## src/rtl/sdram_init_pkg.sv

```systemverilog
package sdram_init_pkg;

  // Command code on {cs_n, ras_n, cas_n, we_n}
  typedef enum logic [3:0] {
    CMD_LMR = 4'b0000,
    CMD_REF = 4'b0001,
    CMD_PRE = 4'b0010,
    CMD_NOP = 4'b0111,
    CMD_INH = 4'b1111
  } sdr_cmd_e;

  typedef enum logic [2:0] {
    ST_IDLE,
    ST_WAIT,
    ST_PRE_GAP,
    ST_REF_GAP,
    ST_MRD_GAP,
    ST_DONE
  } seq_state_e;

endpackage

```

## src/rtl/sdr_gap_timer.sv

```systemverilog
// Down-counter shared by all waits of the sequence; load has priority.
module sdr_gap_timer #(
  parameter int CNT_W = 8
) (
  input  logic             clk,
  input  logic             rst,
  input  logic             load,
  input  logic [CNT_W-1:0] load_val,
  output logic             zero
);
  logic [CNT_W-1:0] cnt_q;

  always_ff @(posedge clk) begin
    if (rst)                cnt_q <= '0;
    else if (load)          cnt_q <= load_val;
    else if (cnt_q != '0)   cnt_q <= cnt_q - CNT_W'(1);
  end

  assign zero = (cnt_q == '0);
endmodule

```

## src/rtl/sdr_mode_word.sv

```systemverilog
// Builds the mode-register op-code carried on the address bus.
module sdr_mode_word #(
  parameter int         ADDR_W       = 13,
  parameter int         CAS_LAT      = 2,
  parameter logic [2:0] BL_CODE      = 3'b010,
  parameter logic       INTERLEAVE   = 1'b0,
  parameter logic       WRITE_SINGLE = 1'b0
) (
  output logic [ADDR_W-1:0] op
);
  localparam int FIELD_W = 10;

  always_comb begin
    op        = '0;
    op[2:0]   = BL_CODE;
    op[3]     = INTERLEAVE;
    op[6:4]   = 3'(CAS_LAT);
    op[8:7]   = 2'b00;
    op[FIELD_W-1] = WRITE_SINGLE;
  end
endmodule

```

## src/rtl/sdr_cmd_reg.sv

```systemverilog
// Output register stage: every pin toward the memory leaves a flop.
module sdr_cmd_reg #(
  parameter int ADDR_W = 13,
  parameter int BA_W   = 2
) (
  input  logic              clk,
  input  logic              rst,
  input  logic [3:0]        cmd_d,
  input  logic [ADDR_W-1:0] addr_d,
  input  logic [BA_W-1:0]   ba_d,
  input  logic              done_d,
  output logic [3:0]        cmd_q,
  output logic [ADDR_W-1:0] addr_q,
  output logic [BA_W-1:0]   ba_q,
  output logic              done_q,
  output logic              cke_q
);
  always_ff @(posedge clk) begin
    if (rst) begin
      cmd_q  <= 4'b1111;
      addr_q <= '0;
      ba_q   <= '0;
      done_q <= 1'b0;
      cke_q  <= 1'b1;
    end else begin
      cmd_q  <= cmd_d;
      addr_q <= addr_d;
      ba_q   <= ba_d;
      done_q <= done_d;
      cke_q  <= 1'b1;
    end
  end
endmodule

```

## src/rtl/sdram_powerup_seq.sv

```systemverilog
module sdram_powerup_seq
  import sdram_init_pkg::*;
#(
  parameter int         CLK_MHZ      = 100,
  parameter int         WAIT_US      = 100,
  parameter int         T_RP         = 2,
  parameter int         T_RFC        = 6,
  parameter int         T_MRD        = 2,
  parameter int         N_REFRESH    = 8,
  parameter int         ADDR_W       = 13,
  parameter int         BA_W         = 2,
  parameter logic [2:0] BL_CODE      = 3'b010,
  parameter logic       INTERLEAVE   = 1'b0,
  parameter logic       WRITE_SINGLE = 1'b0
) (
  input  logic              clk,
  input  logic              rst,
  input  logic              start,
  output logic              init_done,
  output logic              sd_cke,
  output logic              sd_cs_n,
  output logic              sd_ras_n,
  output logic              sd_cas_n,
  output logic              sd_we_n,
  output logic [BA_W-1:0]   sd_ba,
  output logic [ADDR_W-1:0] sd_addr
);
  localparam int WAIT_CYC = CLK_MHZ * WAIT_US;
  localparam int CAS_LAT  = (CLK_MHZ >= 100) ? 2 : 3;
  localparam int AP_BIT   = 10;
  localparam int GAP_A    = (T_RP > T_RFC) ? T_RP : T_RFC;
  localparam int GAP_B    = (GAP_A > T_MRD) ? GAP_A : T_MRD;
  localparam int MAX_GAP  = (WAIT_CYC > GAP_B) ? WAIT_CYC : GAP_B;
  localparam int CNT_W    = $clog2(MAX_GAP + 1);
  localparam int RC_W     = $clog2(N_REFRESH + 1);

  seq_state_e        st_q, st_nxt;
  sdr_cmd_e          cmd_nxt;
  logic [ADDR_W-1:0] addr_nxt;
  logic [ADDR_W-1:0] mode_op;
  logic [RC_W-1:0]   rcnt_q, rcnt_nxt;
  logic              tmr_load, tmr_zero, done_nxt;
  logic [CNT_W-1:0]  tmr_val;
  logic [3:0]        cmd_q;

  sdr_mode_word #(
    .ADDR_W(ADDR_W), .CAS_LAT(CAS_LAT), .BL_CODE(BL_CODE),
    .INTERLEAVE(INTERLEAVE), .WRITE_SINGLE(WRITE_SINGLE)
  ) u_mode (.op(mode_op));

  sdr_gap_timer #(.CNT_W(CNT_W)) u_timer (
    .clk(clk), .rst(rst), .load(tmr_load), .load_val(tmr_val), .zero(tmr_zero)
  );

  // Next command is decided one cycle ahead; the output stage registers it.
  always_comb begin
    st_nxt   = st_q;
    cmd_nxt  = CMD_NOP;
    addr_nxt = '0;
    tmr_load = 1'b0;
    tmr_val  = '0;
    rcnt_nxt = rcnt_q;
    case (st_q)
      ST_IDLE: begin
        if (start) begin
          st_nxt   = ST_WAIT;
          tmr_load = 1'b1;
          tmr_val  = CNT_W'(WAIT_CYC - 1);
        end else begin
          cmd_nxt  = CMD_INH;
        end
      end
      ST_WAIT: begin
        if (tmr_zero) begin
          cmd_nxt          = CMD_PRE;
          addr_nxt[AP_BIT] = 1'b1;
          tmr_load         = 1'b1;
          tmr_val          = CNT_W'(T_RP - 1);
          st_nxt           = ST_PRE_GAP;
        end
      end
      ST_PRE_GAP: begin
        if (tmr_zero) begin
          cmd_nxt  = CMD_REF;
          tmr_load = 1'b1;
          tmr_val  = CNT_W'(T_RFC - 1);
          rcnt_nxt = RC_W'(N_REFRESH - 1);
          st_nxt   = ST_REF_GAP;
        end
      end
      ST_REF_GAP: begin
        if (tmr_zero) begin
          tmr_load = 1'b1;
          if (rcnt_q != '0) begin
            cmd_nxt  = CMD_REF;
            tmr_val  = CNT_W'(T_RFC - 1);
            rcnt_nxt = rcnt_q - RC_W'(1);
          end else begin
            cmd_nxt  = CMD_LMR;
            addr_nxt = mode_op;
            tmr_val  = CNT_W'(T_MRD - 1);
            st_nxt   = ST_MRD_GAP;
          end
        end
      end
      ST_MRD_GAP: begin
        if (tmr_zero) st_nxt = ST_DONE;
      end
      ST_DONE: ;
      default: st_nxt = ST_IDLE;
    endcase
  end

  assign done_nxt = ((st_q == ST_MRD_GAP) && tmr_zero) || (st_q == ST_DONE);

  always_ff @(posedge clk) begin
    if (rst) begin
      st_q   <= ST_IDLE;
      rcnt_q <= '0;
    end else begin
      st_q   <= st_nxt;
      rcnt_q <= rcnt_nxt;
    end
  end

  sdr_cmd_reg #(.ADDR_W(ADDR_W), .BA_W(BA_W)) u_out (
    .clk(clk), .rst(rst),
    .cmd_d(cmd_nxt), .addr_d(addr_nxt), .ba_d('0), .done_d(done_nxt),
    .cmd_q(cmd_q), .addr_q(sd_addr), .ba_q(sd_ba), .done_q(init_done),
    .cke_q(sd_cke)
  );

  assign {sd_cs_n, sd_ras_n, sd_cas_n, sd_we_n} = cmd_q;
endmodule

```

## config.mk

```make
export PLATFORM = sky130hd
export DESIGN_NAME = sdram_powerup_seq
export DESIGN_NICKNAME = d
export VERILOG_FILES = /design/src/rtl/sdram_init_pkg.sv /design/src/rtl/sdr_gap_timer.sv /design/src/rtl/sdr_mode_word.sv /design/src/rtl/sdr_cmd_reg.sv /design/src/rtl/sdram_powerup_seq.sv
export SDC_FILE = /design/constraint.sdc
export NUM_CORES = 1
export LEC_CHECK = 0
export ABC_AREA = 1
export BUFFER_PORTS_ARGS = -buffer_cell sky130_fd_sc_hd__buf_2
export CAP_MARGIN = 20
export CORE_ASPECT_RATIO = 1.25
export CORE_MARGIN = 2
export CORE_UTILIZATION = 25
export DETAILED_ROUTE_END_ITERATION = 8
export SLEW_MARGIN = 10
export SYNTH_ARGS = -nofsm -noshare
export SYNTH_HDL_FRONTEND = slang
export SYNTH_SLANG_ARGS = --single-unit
```

## constraint.sdc

```tcl
create_clock -name clk -period 1.5 [get_ports clk]
set_input_delay 0.15 -clock clk [delete_from_list [all_inputs] [get_ports clk]]
set_output_delay 0.15 -clock clk [all_outputs]
set_load 0.1 [all_outputs]
```

==> summary.txt, run 1 <==
STA
  • Final Slew Violations: 0
  • Fin worst setup slack: -0.00306 ns
  • Final Hold Viols: 0
  • Crit share post-route: 100%
  • Worst clock skew: 0.00605 ns
  • RSZ-0062 raised after global routing: yes
  • Post-layout min period: 1.50 ns
  • Setup-failing EPs final: 1
  • Highest clock rate: 665 MHz
  • Setup tns final: -0.00306 ns

Synth
  • Synth Area in Compound Gates: 7.85%
  • Synth warnings: 0
  • Xor/xnor cell area share of the yosys netlist: 3.17%
  • Synth cell count leaders: 41 x nand2_1, 28 x dfxtp_1, 27 x nand3_1, 23 x inv_1, 22 x nor2_1
  • Cell Area, Synth: 0.00166 mm^2
  • Synth top area share: 33.8%
  • Main combinational cell family by area after synthesis: simple AND/OR/NAND/NOR gates
  • Simple logic cell fraction of the synthesized area: 38.4%
  • Area contributors post-synth: dfxtp_1 34%, nand2_1 9.3%, nand3_1 8.2%
  • Syn_area_per_cell: 7.24 um^2
  • Mux contribution to synthesized area: 0%
  • FFs w/ async S/R, synth: 0%
  • Top FF cell, synth: dfxtp_1
  • Cell type with the largest total area after synthesis: dfxtp_1
  • Post-synth cell types: 33
  • Sequential area share after synthesis: 33.8%
  • Adder-Cell Fraction of Synth Area: 1.51%
  • Mapped Cells: 229
  • Synth Register Bits: 28
  • Top-count cell post-synth: nand2_1
  • Post-synth EDFFs: 0

Route
  • Top routing layer in use: met4
  • DR pass1 iterations: 4
  • Routed WL: 3750 um
  • Via count: 1,540
  • Routed met2 length: 2030 um
  • WL met3: 137 um
  • WL met1: 1520 um
  • Residual DRC: 0
  • Final ANT Viol Nets: 0
  • Routed WL per cell: 10.9 um
  • Routed vias/inst: 4.48
  • Initial DRC count: 76

Global route
  • Largest net degree at the start of global routing: 17
  • Initial antenna violation count: 0
  • GRT overflow: 0
  • Number of global-route vias before repair: 1,423
  • First-pass GRT wire length: 6090 um
  • Tot GR Track Use: 10.0%

Clock tree
  • Clk Latency, worst-skew pair: 0.27 ns
  • Root buffer cell: clkbuf_8
  • Clock sink count: 28
  • Clock transition at path regs: 0.09 ns
  • Clock buffer depth: 2
  • Cts-stage hold buffer count: 0
  • CTS tree: yes
  • H-Tree Depth: 1
  • Num CTS Buffers: 3

Setup path
  • CP Data Arrival Time: 1.67 ns
  • Reg2reg end: rcnt_q[2]$_SDFFE_PP0P_
  • Reg2Reg Setup Slack: -0.003 ns
  • Startpoint types: flip-flop
  • Worst r2r src: u_timer.cnt_q[1]$_SDFFE_PP0P_
  • Reg2Reg Depth: 9
  • Crit. Startpoint: u_timer.cnt_q[1]$_SDFFE_PP0P_
  • Max FO, Critical Path: 4
  • Critical path endpoint: rcnt_q[2]$_SDFFE_PP0P_
  • Critical path class: reg -> reg
  • Critical Path End Type: flip-flop
  • CP Data Required Time: 1.67 ns

Job
  • # Max-Cap Violations: 0

Layout
  • Final net count: 263
  • Design Area, Final: 0.00205 mm^2
  • Synth-to-layout area growth: 23.6%
  • ANT cells: 0
  • Layout cells sized above 1: 30.7%

Status
  • Outcome: finished, violations left
  • Failing checks: setup timing

Floorplan
  • IO Count: 24
  • Placeable Area: 0.00648 mm^2
  • Initial Utilization: 25.6%
  • Die area: 0.00730 mm^2
  • Die Ht: 95.0 um
  • Rows: 33
  • Width of the die: 76.8 um

Pwr
  • Leak pwr: 0.907 nW
  • VDD IR max: 0.000913 V
  • Pwr dens: 2250 mW/mm^2

Place
  • DP Worst Slack: -0.0144 ns
  • Placed Area: 0.00179 mm^2
  • Dpl hpwl: 2720 um
  • Final Wtd Congestion: 0.818
  • Port Buffers: 10

Min path
  • Min-delay worst type: in -> reg
[cell usage in the layout, fill, tap and decap left out, types with 2 or more instances in the layout]
cell type	instances
buf_4	15
nor2_2	5
nand3_1	24
conb_1	13
inv_2	7
a21oi_2	4
clkbuf_8	4
a21oi_1	11
nand2_4	3
dfxtp_2	4
dfxtp_1	23
o21ai_0	4
buf_2	10
buf_6	3
nand3_4	2
nand2_1	39
xor2_1	4
nand3_2	4
nor2_4	3
nor3_1	2
inv_1	20
nor2_1	20
nand2_2	5
nand4_1	10
[worst min-delay path by stage]
stage          start                              to  slack, ns  cells past startpoint
2_1_floorplan    rst  u_timer.cnt_q[10]$_SDFFE_PP0P_       0.22                      1
3_3_place_gp     rst  u_timer.cnt_q[13]$_SDFFE_PP0P_       0.45                      2
3_5_place_dp     rst   u_timer.cnt_q[9]$_SDFFE_PP0P_       0.45                      2
4_1_cts          rst  u_timer.cnt_q[13]$_SDFFE_PP0P_       0.16                      2
5_1_grt          rst  u_timer.cnt_q[13]$_SDFFE_PP0P_       0.17                      2
6_report         rst   u_timer.cnt_q[9]$_SDFFE_PP0P_       0.16                      2
[flip-flops by register name, indices dropped and copies added, names as in the netlist]
name and cells:
u_timer.cnt_q 14, rcnt_q 4, u_out.cmd_q 4, st_q 3
u_out.addr_q 2, u_out.done_q 1
[routing by layer]
| layer | track usage [%] | up-vias |
|---|---|---|
| li1 | - | 776 |
| met1 | 11.6 | 724 |
| met2 | 19.2 | 34 |
| met3 | 1.14 | 6 |
| met4 | 3.18 | 0 |
| met5 | 0 | - |
[metrics by stage]
stage          hold slack [ns]  std cells  power (mW)  utilization, %
2_1_floorplan            0.219        240        3.15               -
3_3_place_gp             0.449        328        3.59            27.6
3_5_place_dp             0.453        328        3.59            27.6
4_1_cts                  0.160        334        4.12            28.8
5_1_grt                  0.169        344        5.01            31.6
6_report                 0.164        344        4.60            31.6
[kinds of logic after synthesis]
group / after synthesis
other cells: 2
fa+ha+maj: 2
compound gates: 24
buf+inv: 46
flops: 28
xor+xnor: 6
simple gates: 121
[timing repair]
item	4_1_cts	5_1_grt
setup endpoints to repair	9	20
gates resized for setup	1	30
gates cloned	0	1
setup buffers	2	9
pin swaps	1	11
[worst max-delay path, cell delays in order, from the launching register on]
cell and delay, ns:
dfxtp_2 0.35, inv_2 0.07, ha_4 0.14, nand3_4 0.09
nor2_8 0.19, buf_12 0.13, buf_6 0.08, nand4_1 0.14
nand3_1 0.15, a21oi_2 0.06
[area by class of cell]
type	instances	area, um^2
Fill cell	672	4430
Multi-Input combinational cell	167	975
Sequential cell	28	569
Timing Repair Buffer	30	231
Inverter	28	110
Tap cell	87	109
Clock buffer	4	55.1
[report_power, final]
| part | switching (mW) | internal (mW) |
|---|---|---|
| Combinational | 1.81 | 1.15 |
| Sequential | 0.208 | 0.973 |
| Clock | 0.226 | 0.235 |
(Power assumes the default switching activity.)
==> run 2, diff against run 1 <==
--- a/config.mk
+++ b/config.mk
@@ -12,6 +12,7 @@
 export CORE_MARGIN = 2
 export CORE_UTILIZATION = 25
 export DETAILED_ROUTE_END_ITERATION = 8
+export RECOVER_POWER = 25
 export SLEW_MARGIN = 10
 export SYNTH_ARGS = -nofsm -noshare
 export SYNTH_HDL_FRONTEND = slang
==> run 2 against run 1 <==
Effect of this change:
- the flow still finishes with violations (setup timing)
- count of clock-buffer cells in the layout unchanged
- sequential share of layout area hardly changed
- global-route usage unchanged
- setup slack worse by 0.0030 ns
- combinational power barely moved
- cell area fell by 0.12%
- sequential power about the same
- critical path depth unchanged
- critical path type unchanged
- largest power group unchanged
==> summary.txt, run 2 (same netlist as run 1, synthesis figures left out) <==
Clock tree
  • Root buffer cell: clkbuf_8
  • Clock transition at path regs: 0.09 ns
  • CTS tree: yes
  • Num CTS Buffers: 3
  • Clock sink count: 28
  • Clk Latency, worst-skew pair: 0.27 ns
  • Cts-stage hold buffer count: 0
  • Clock buffer depth: 2
  • H-Tree Depth: 1

Pwr
  • VDD IR max: 0.000915 V
  • Power consumption: 4.60 mW
  • Pwr dens: 2250 mW/mm^2
  • Leak pwr: 0.906 nW

Route
  • Routed WL: 3780 um
  • Routed vias/inst: 4.44
  • DR pass1 iterations: 4
  • Final ANT Viol Nets: 0
  • Residual DRC: 0
  • Initial DRC count: 86
  • Routed WL per cell: 11.0 um
  • Via count: 1,526

STA
  • Slew HR: 63.8%
  • Final Hold Viols: 0
  • Post-layout min period: 1.51 ns
  • Highest clock rate: 664 MHz
  • Setup-failing EPs final: 1
  • RSZ-0062 raised after global routing: yes
  • Worst clock skew: 0.00738 ns
  • Crit share post-route: 100%
  • Final Slew Violations: 0
  • Worst-Margin Slew: 0.545 ns
  • Fin worst setup slack: -0.00609 ns
  • Setup tns final: -0.00609 ns

Setup path
  • Reg2reg end: rcnt_q[2]$_SDFFE_PP0P_
  • Reg2Reg Depth: 9
  • CP Data Arrival Time: 1.68 ns
  • Reg2Reg Setup Slack: -0.006 ns
  • Max FO, Critical Path: 4
  • Worst r2r src: u_timer.cnt_q[1]$_SDFFE_PP0P_
  • CP Data Required Time: 1.67 ns
  • Critical path class: reg -> reg
  • Startpoint types: flip-flop
  • Critical Path End Type: flip-flop

Min path
  • Min-delay worst type: in -> reg
  • Min-Delay Endpoint: u_timer.cnt_q[9]$_SDFFE_PP0P_
  • Worst hold path depth: 2
  • Hold path start: rst

Global route
  • Number of global-route vias before repair: 1,423
  • Tot GR Track Use: 10.0%
  • Largest net degree at the start of global routing: 17
  • GRT overflow: 0
  • Initial antenna violation count: 0
  • First-pass GRT wire length: 6090 um

Floorplan
  • Rows: 33
  • Die area: 0.00730 mm^2
  • Die Ht: 95.0 um
  • Initial Utilization: 25.6%
  • Width of the die: 76.8 um
  • Placeable Area: 0.00648 mm^2
  • IO Count: 24

Place
  • Port Buffers: 10
  • Dpl hpwl: 2720 um
  • Placed cells: 328
  • Placed Area: 0.00179 mm^2
  • Final Wtd Congestion: 0.818

Layout
  • Layout cells sized above 1: 30.4%
  • Finished Layout Cells: 344
  • Max reg flops: 14
  • Biggest registers after layout: u_timer.cnt_q (14), rcnt_q (4), u_out.cmd_q (4)
  • Design Area, Final: 0.00205 mm^2
  • # fillers: 673
  • ANT cells: 0
  • Final net count: 263
  • Synth-to-layout area growth: 23.5%
  • Commonest cells after routing, fill and taps aside: 39 x nand2_1, 24 x nand3_1, 23 x dfxtp_1, 21 x nor2_1, 20 x inv_1
  • Commonest non-fill, non-tap cell in the layout: nand2_1
  • Biggest register: u_timer.cnt_q

Status
  • Failing checks: setup timing
  • Outcome: finished, violations left

Job
  • # Max-Cap Violations: 0
-- run 2: cell count changes in the layout (fill, tap and decap cells not counted), sizes merged --
cell,before,now
clkbuf,4,9
buf,30,25
-- run 2: what timing repair did --
action | in CTS | in global routing
setup endpoints to repair | 9 | 20
hold endpoints to repair | 0 | 0
gates resized for setup | 1 | 30
setup buffers | 2 | 9
cloned | 0 | 1
pin swaps | 1 | 11
-- run 2: metal layers --
| metal | share of wire (%) | GRT usage [%] | vias up |
|---|---|---|---|
| met1 | 42 | 11.6 | 721 |
| met5 | 0 | 0 | - |
| met2 | 54 | 19.2 | 24 |
| met3 | 2.6 | 1.14 | 6 |
| met4 | 1.5 | 3.18 | 0 |
| li1 | - | - | 775 |
-- run 2: power by group --
part           total, mW  internal [mW]  switching [mW]
clock              0.460          0.235           0.225
combinational       2.96           1.15            1.81
sequential          1.18          0.973           0.208
total               4.60           2.36            2.25
-- run 2: worst max-delay path, stage by stage (launching register included) --
cell     delay (ns)
dfxtp_2        0.35
inv_2          0.07
ha_4           0.14
nand3_4        0.09
nor2_8         0.19
buf_12         0.13
buf_6          0.08
nand4_1        0.14
nand3_1        0.15
a21oi_2        0.06
-- run 2: per-stage QoR --
stage	hold slack [ns]	utilization [%]	worst slack [ns]
final	0.172	31.6	-0.00609
after global routing	0.169	31.6	-0.0650
after CTS	0.160	28.8	0.0107
after detailed placement	0.453	27.6	-0.0144
after global placement	0.449	27.6	0.000856
after floorplan	0.219	-	0.0434
-- run 2: how the worst max path moves through the flow --
stage	startpoint	depth (start not counted)	slack, ns	end
finish	u_timer.cnt_q[1]$_SDFFE_PP0P_	9	-0.006	rcnt_q[2]$_SDFFE_PP0P_
global route	u_timer.cnt_q[1]$_SDFFE_PP0P_	10	-0.06	u_timer.cnt_q[2]$_SDFFE_PP0P_
CTS	u_timer.cnt_q[0]$_SDFFE_PP0P_	8	0.01	u_timer.cnt_q[6]$_SDFFE_PP0P_
detailed placement	u_timer.cnt_q[0]$_SDFFE_PP0P_	10	-0.01	u_timer.cnt_q[5]$_SDFFE_PP0P_
global placement	u_timer.cnt_q[1]$_SDFFE_PP0P_	9	0.0009	u_timer.cnt_q[11]$_SDFFE_PP0P_
floorplan	u_timer.cnt_q[0]$_SDFFE_PP0P_	9	0.04	u_timer.cnt_q[2]$_SDFFE_PP0P_
-- run 2: cell type report --
type | count | area, um^2 | area share [%]
multi-input combinational | 167 | 972 | 47.5
sequential | 28 | 569 | 27.8
timing repair buffer | 30 | 231 | 11.3
inverter | 28 | 110 | 5.38
tap | 87 | 109 | 5.32
clock buffer | 4 | 55.1 | 2.69
==> run 3, diff against run 2 <==
--- a/config.mk
+++ b/config.mk
@@ -5,15 +5,15 @@
 export SDC_FILE = /design/constraint.sdc
 export NUM_CORES = 1
 export LEC_CHECK = 0
-export ABC_AREA = 1
 export BUFFER_PORTS_ARGS = -buffer_cell sky130_fd_sc_hd__buf_2
 export CAP_MARGIN = 20
 export CORE_ASPECT_RATIO = 1.25
 export CORE_MARGIN = 2
 export CORE_UTILIZATION = 25
 export DETAILED_ROUTE_END_ITERATION = 8
-export RECOVER_POWER = 25
+export RECOVER_POWER = 50
 export SLEW_MARGIN = 10
 export SYNTH_ARGS = -nofsm -noshare
 export SYNTH_HDL_FRONTEND = slang
 export SYNTH_SLANG_ARGS = --single-unit
+export TNS_END_PERCENT = 1
==> run 3 against run 2 <==
Effect of this change:
- the run still ends with setup timing left
- core utilization rose by 3.8 points
- register-to-register slack got worse by 0.38 ns
- non-clock buffer count rose by 19
- hold slack got worse by 0.075 ns
- count of clock-buffer cells in the layout did not move
- first-iteration DRC count fell by 64%
==> summary.txt, run 3 <==
Status
  • Outcome: finished, violations left
  • Failing checks: setup timing

Route
  • Routed WL: 3460 um
  • Via count: 1,368
  • Routed vias/inst: 4.85
  • Routed WL per cell: 12.3 um
  • DR pass1 iterations: 4
  • Final ANT Viol Nets: 0
  • Residual DRC: 0
  • Initial DRC count: 31

Clock tree
  • Clock buffer depth: 2
  • Clock sink count: 28
  • Cts-stage hold buffer count: 0
  • CTS tree: yes
  • Root buffer cell: clkbuf_8
  • Clock transition at path regs: 0.10 ns
  • Num CTS Buffers: 3
  • H-Tree Depth: 1
  • Clk Latency, worst-skew pair: 0.27 ns

Global route
  • Tot GR Track Use: 11.4%
  • First-pass GRT wire length: 6130 um
  • Routing usage on met3: 1.34%
  • Largest net degree at the start of global routing: 19
  • Number of global-route vias before repair: 1,359
  • Met2 Track Usage GR: 19.1%
  • GRT met1 Usage: 14.3%
  • GRT busiest layer: met2
  • GRT overflow: 0
  • Initial antenna violation count: 0

Pwr
  • Combinational power share: 49.9%
  • P_sw: 1.11 mW
  • VDD IR max: 0.000749 V
  • Pwr dens: 1400 mW/mm^2
  • Clk pwr share: 16.7%
  • Power consumption: 2.86 mW
  • Sw Ratio: 38.9%
  • Share of power burned in registers: 33.4%
  • Leak pwr: 0.815 nW
  • Cell-internal power: 1.75 mW

Layout
  • Final net count: 222
  • Biggest registers after layout: u_timer.cnt_q (14), rcnt_q (4), u_out.cmd_q (4)
  • Finished Layout Cells: 282
  • Commonest non-fill, non-tap cell in the layout: buf_4
  • ANT cells: 0
  • Commonest cells after routing, fill and taps aside: 36 x buf_4, 23 x dfxtp_1, 13 x conb_1, 11 x a21oi_1, 8 x nand2_1
  • Layout cells sized above 1: 42.1%
  • Max reg flops: 14
  • # fillers: 591
  • Synth-to-layout area growth: 36.3%
  • Biggest register: u_timer.cnt_q

STA
  • Fin worst setup slack: -0.381 ns
  • Setup-failing EPs final: 21
  • Highest clock rate: 531 MHz
  • Worst clock skew: 0.00278 ns
  • Worst-Margin Slew: 0.539 ns
  • Crit share post-route: 125%
  • RSZ-0062 raised after global routing: yes
  • Worst hold slack: 0.0971 ns
  • Final Hold Viols: 0
  • Final Slew Violations: 0
  • Post-layout min period: 1.88 ns
  • Slew HR: 64.2%

Place
  • DP Worst Slack: -0.424 ns
  • Final Wtd Congestion: 0.784
  • Dpl hpwl: 2490 um
  • Port Buffers: 10
  • Placed cells: 277

Floorplan
  • Rows: 31
  • IO Count: 24
  • Die area: 0.00663 mm^2
  • Width of the die: 73.2 um
  • Initial Utilization: 25.9%
  • Placeable Area: 0.00578 mm^2
  • Die Ht: 90.5 um

Min path
  • Hold path start: start
  • Worst hold path depth: 2
  • Min-Delay Endpoint: u_out.cmd_q[3]$_SDFF_PP1_
  • Min-delay worst type: in -> reg

Setup path
  • CP cell instances: inv_2 -> ha_4 -> or3b_4 -> or4_4 -> or3_1 -> a31oi_1
  • Crit-path max cell delay: 0.43 ns
  • Reg2Reg Setup Slack: -0.38 ns
  • Slowest cell on the critical path: or4_4
  • Critical Path End Type: flip-flop
  • Reg2Reg Depth: 6
  • Max FO, Critical Path: 3
  • CP Data Required Time: 1.71 ns
  • Startpoint types: flip-flop
  • Worst r2r src: u_timer.cnt_q[0]$_SDFFE_PP0P_
  • CP Data Arrival Time: 2.09 ns
  • Critical path class: reg -> reg
  • Reg2reg end: u_timer.cnt_q[10]$_SDFFE_PP0P_

Synth
  • Cell Area, Synth: 0.00150 mm^2
  • Synth top area share: 37.4%
  • Cell type with the largest total area after synthesis: dfxtp_1
  • Mapped Cells: 176
  • Top-count cell post-synth: dfxtp_1
  • Syn_area_per_cell: 8.51 um^2
  • Synth Register Bits: 28
  • FFs w/ async S/R, synth: 0%
  • Post-synth EDFFs: 0
  • Synth warnings: 0
  • Area contributors post-synth: dfxtp_1 37%, buf_4 7.5%, a21oi_1 4.7%
  • Sequential area share after synthesis: 37.4%
  • Top FF cell, synth: dfxtp_1
  • Synth cell count leaders: 28 x dfxtp_1, 15 x buf_4, 14 x a21oi_1, 8 x nand2_1
  • Post-synth cell types: 50

Job
  • # Max-Cap Violations: 0
[run 3: changes by cell type in the layout (fill, tap and decap cells not counted), sizes merged, moves of 6 or more]
| cell | change |
|---|---|
| nand2 | -40 |
| nand3 | -26 |
| inv | -22 |
| nor2 | -22 |
| buf | +21 |
| or3 | +7 |
| or4 | +7 |
| nand4 | -6 |
[run 3: layout make-up]
type                       count  area, um^2  area share [%]
inverter                       5        18.8           0.919
sequential                    28         567            27.8
timing repair buffer          49         363            17.8
tap                           66        82.6            4.04
clock buffer                   4        55.1            2.70
multi-input combinational    130         956            46.8
[run 3: worst max-delay path: cells and delay by family, from the launching register on]
kind,cells,cell delay [ns]
DFF,1,0.35
AOI/OAI and AO/OA,1,0.13
buffers and inverters,1,0.07
and+or+nand+nor,3,1.13
adders and majority gates,1,0.14
[run 3: power groups by stage]
stage          Combinational, mW  Sequential [mW]  Clock [mW]
2_1_floorplan              0.774            0.999           0
3_3_place_gp                1.25            0.957           0
3_5_place_dp                1.26            0.959           0
4_1_cts                     1.38            0.946       0.483
5_1_grt                     1.58            0.969       0.529
6_report                    1.43            0.954       0.478
[run 3: metal layers]
layer	vias up	wire length (um)
li1	698	-
met1	645	1540
met2	21	1780
met3	4	76
met4	0	56
met5	-	0
[run 3: what timing repair did]
item                       in CTS  in global routing
pin swaps                       8                  5
resized for setup              21                 19
setup endpoints to repair      27                 27
setup buffers                   1                  0
[run 3: cells by family after synthesis]
group	share of synthesized area [%]
other	0.501
AND/OR/NAND/NOR	28.0
AO/OA/AOI/OAI	16.9
multiplexers	2.67
XOR/XNOR	1.75
buffers and inverters	11.1
adder cells (fa/ha/maj)	1.67
flip-flops	37.4
[run 3: worst max path at each step]
stage                                       start                             end  slack (ns)
floorplan           u_timer.cnt_q[5]$_SDFFE_PP0P_  u_timer.cnt_q[10]$_SDFFE_PP0P_       -0.35
global placement    u_timer.cnt_q[1]$_SDFFE_PP0P_  u_timer.cnt_q[10]$_SDFFE_PP0P_       -0.39
detailed placement  u_timer.cnt_q[1]$_SDFFE_PP0P_  u_timer.cnt_q[10]$_SDFFE_PP0P_       -0.42
CTS                 u_timer.cnt_q[7]$_SDFFE_PP0P_  u_timer.cnt_q[10]$_SDFFE_PP0P_       -0.38
global route        u_timer.cnt_q[0]$_SDFFE_PP0P_  u_timer.cnt_q[10]$_SDFFE_PP0P_       -0.45
finish              u_timer.cnt_q[0]$_SDFFE_PP0P_  u_timer.cnt_q[10]$_SDFFE_PP0P_       -0.38
[run 3: through the flow]
step | setup TNS (ns) | util, % | instance area [um^2]
floorplan | -5.23 | - | 1540
global placement | -5.38 | 31.6 | 1830
detailed placement | -6.07 | 31.6 | 1830
CTS | -3.42 | 34.2 | 1980
global route | -5.13 | 35.3 | 2040
finish | -3.06 | 35.3 | 2040
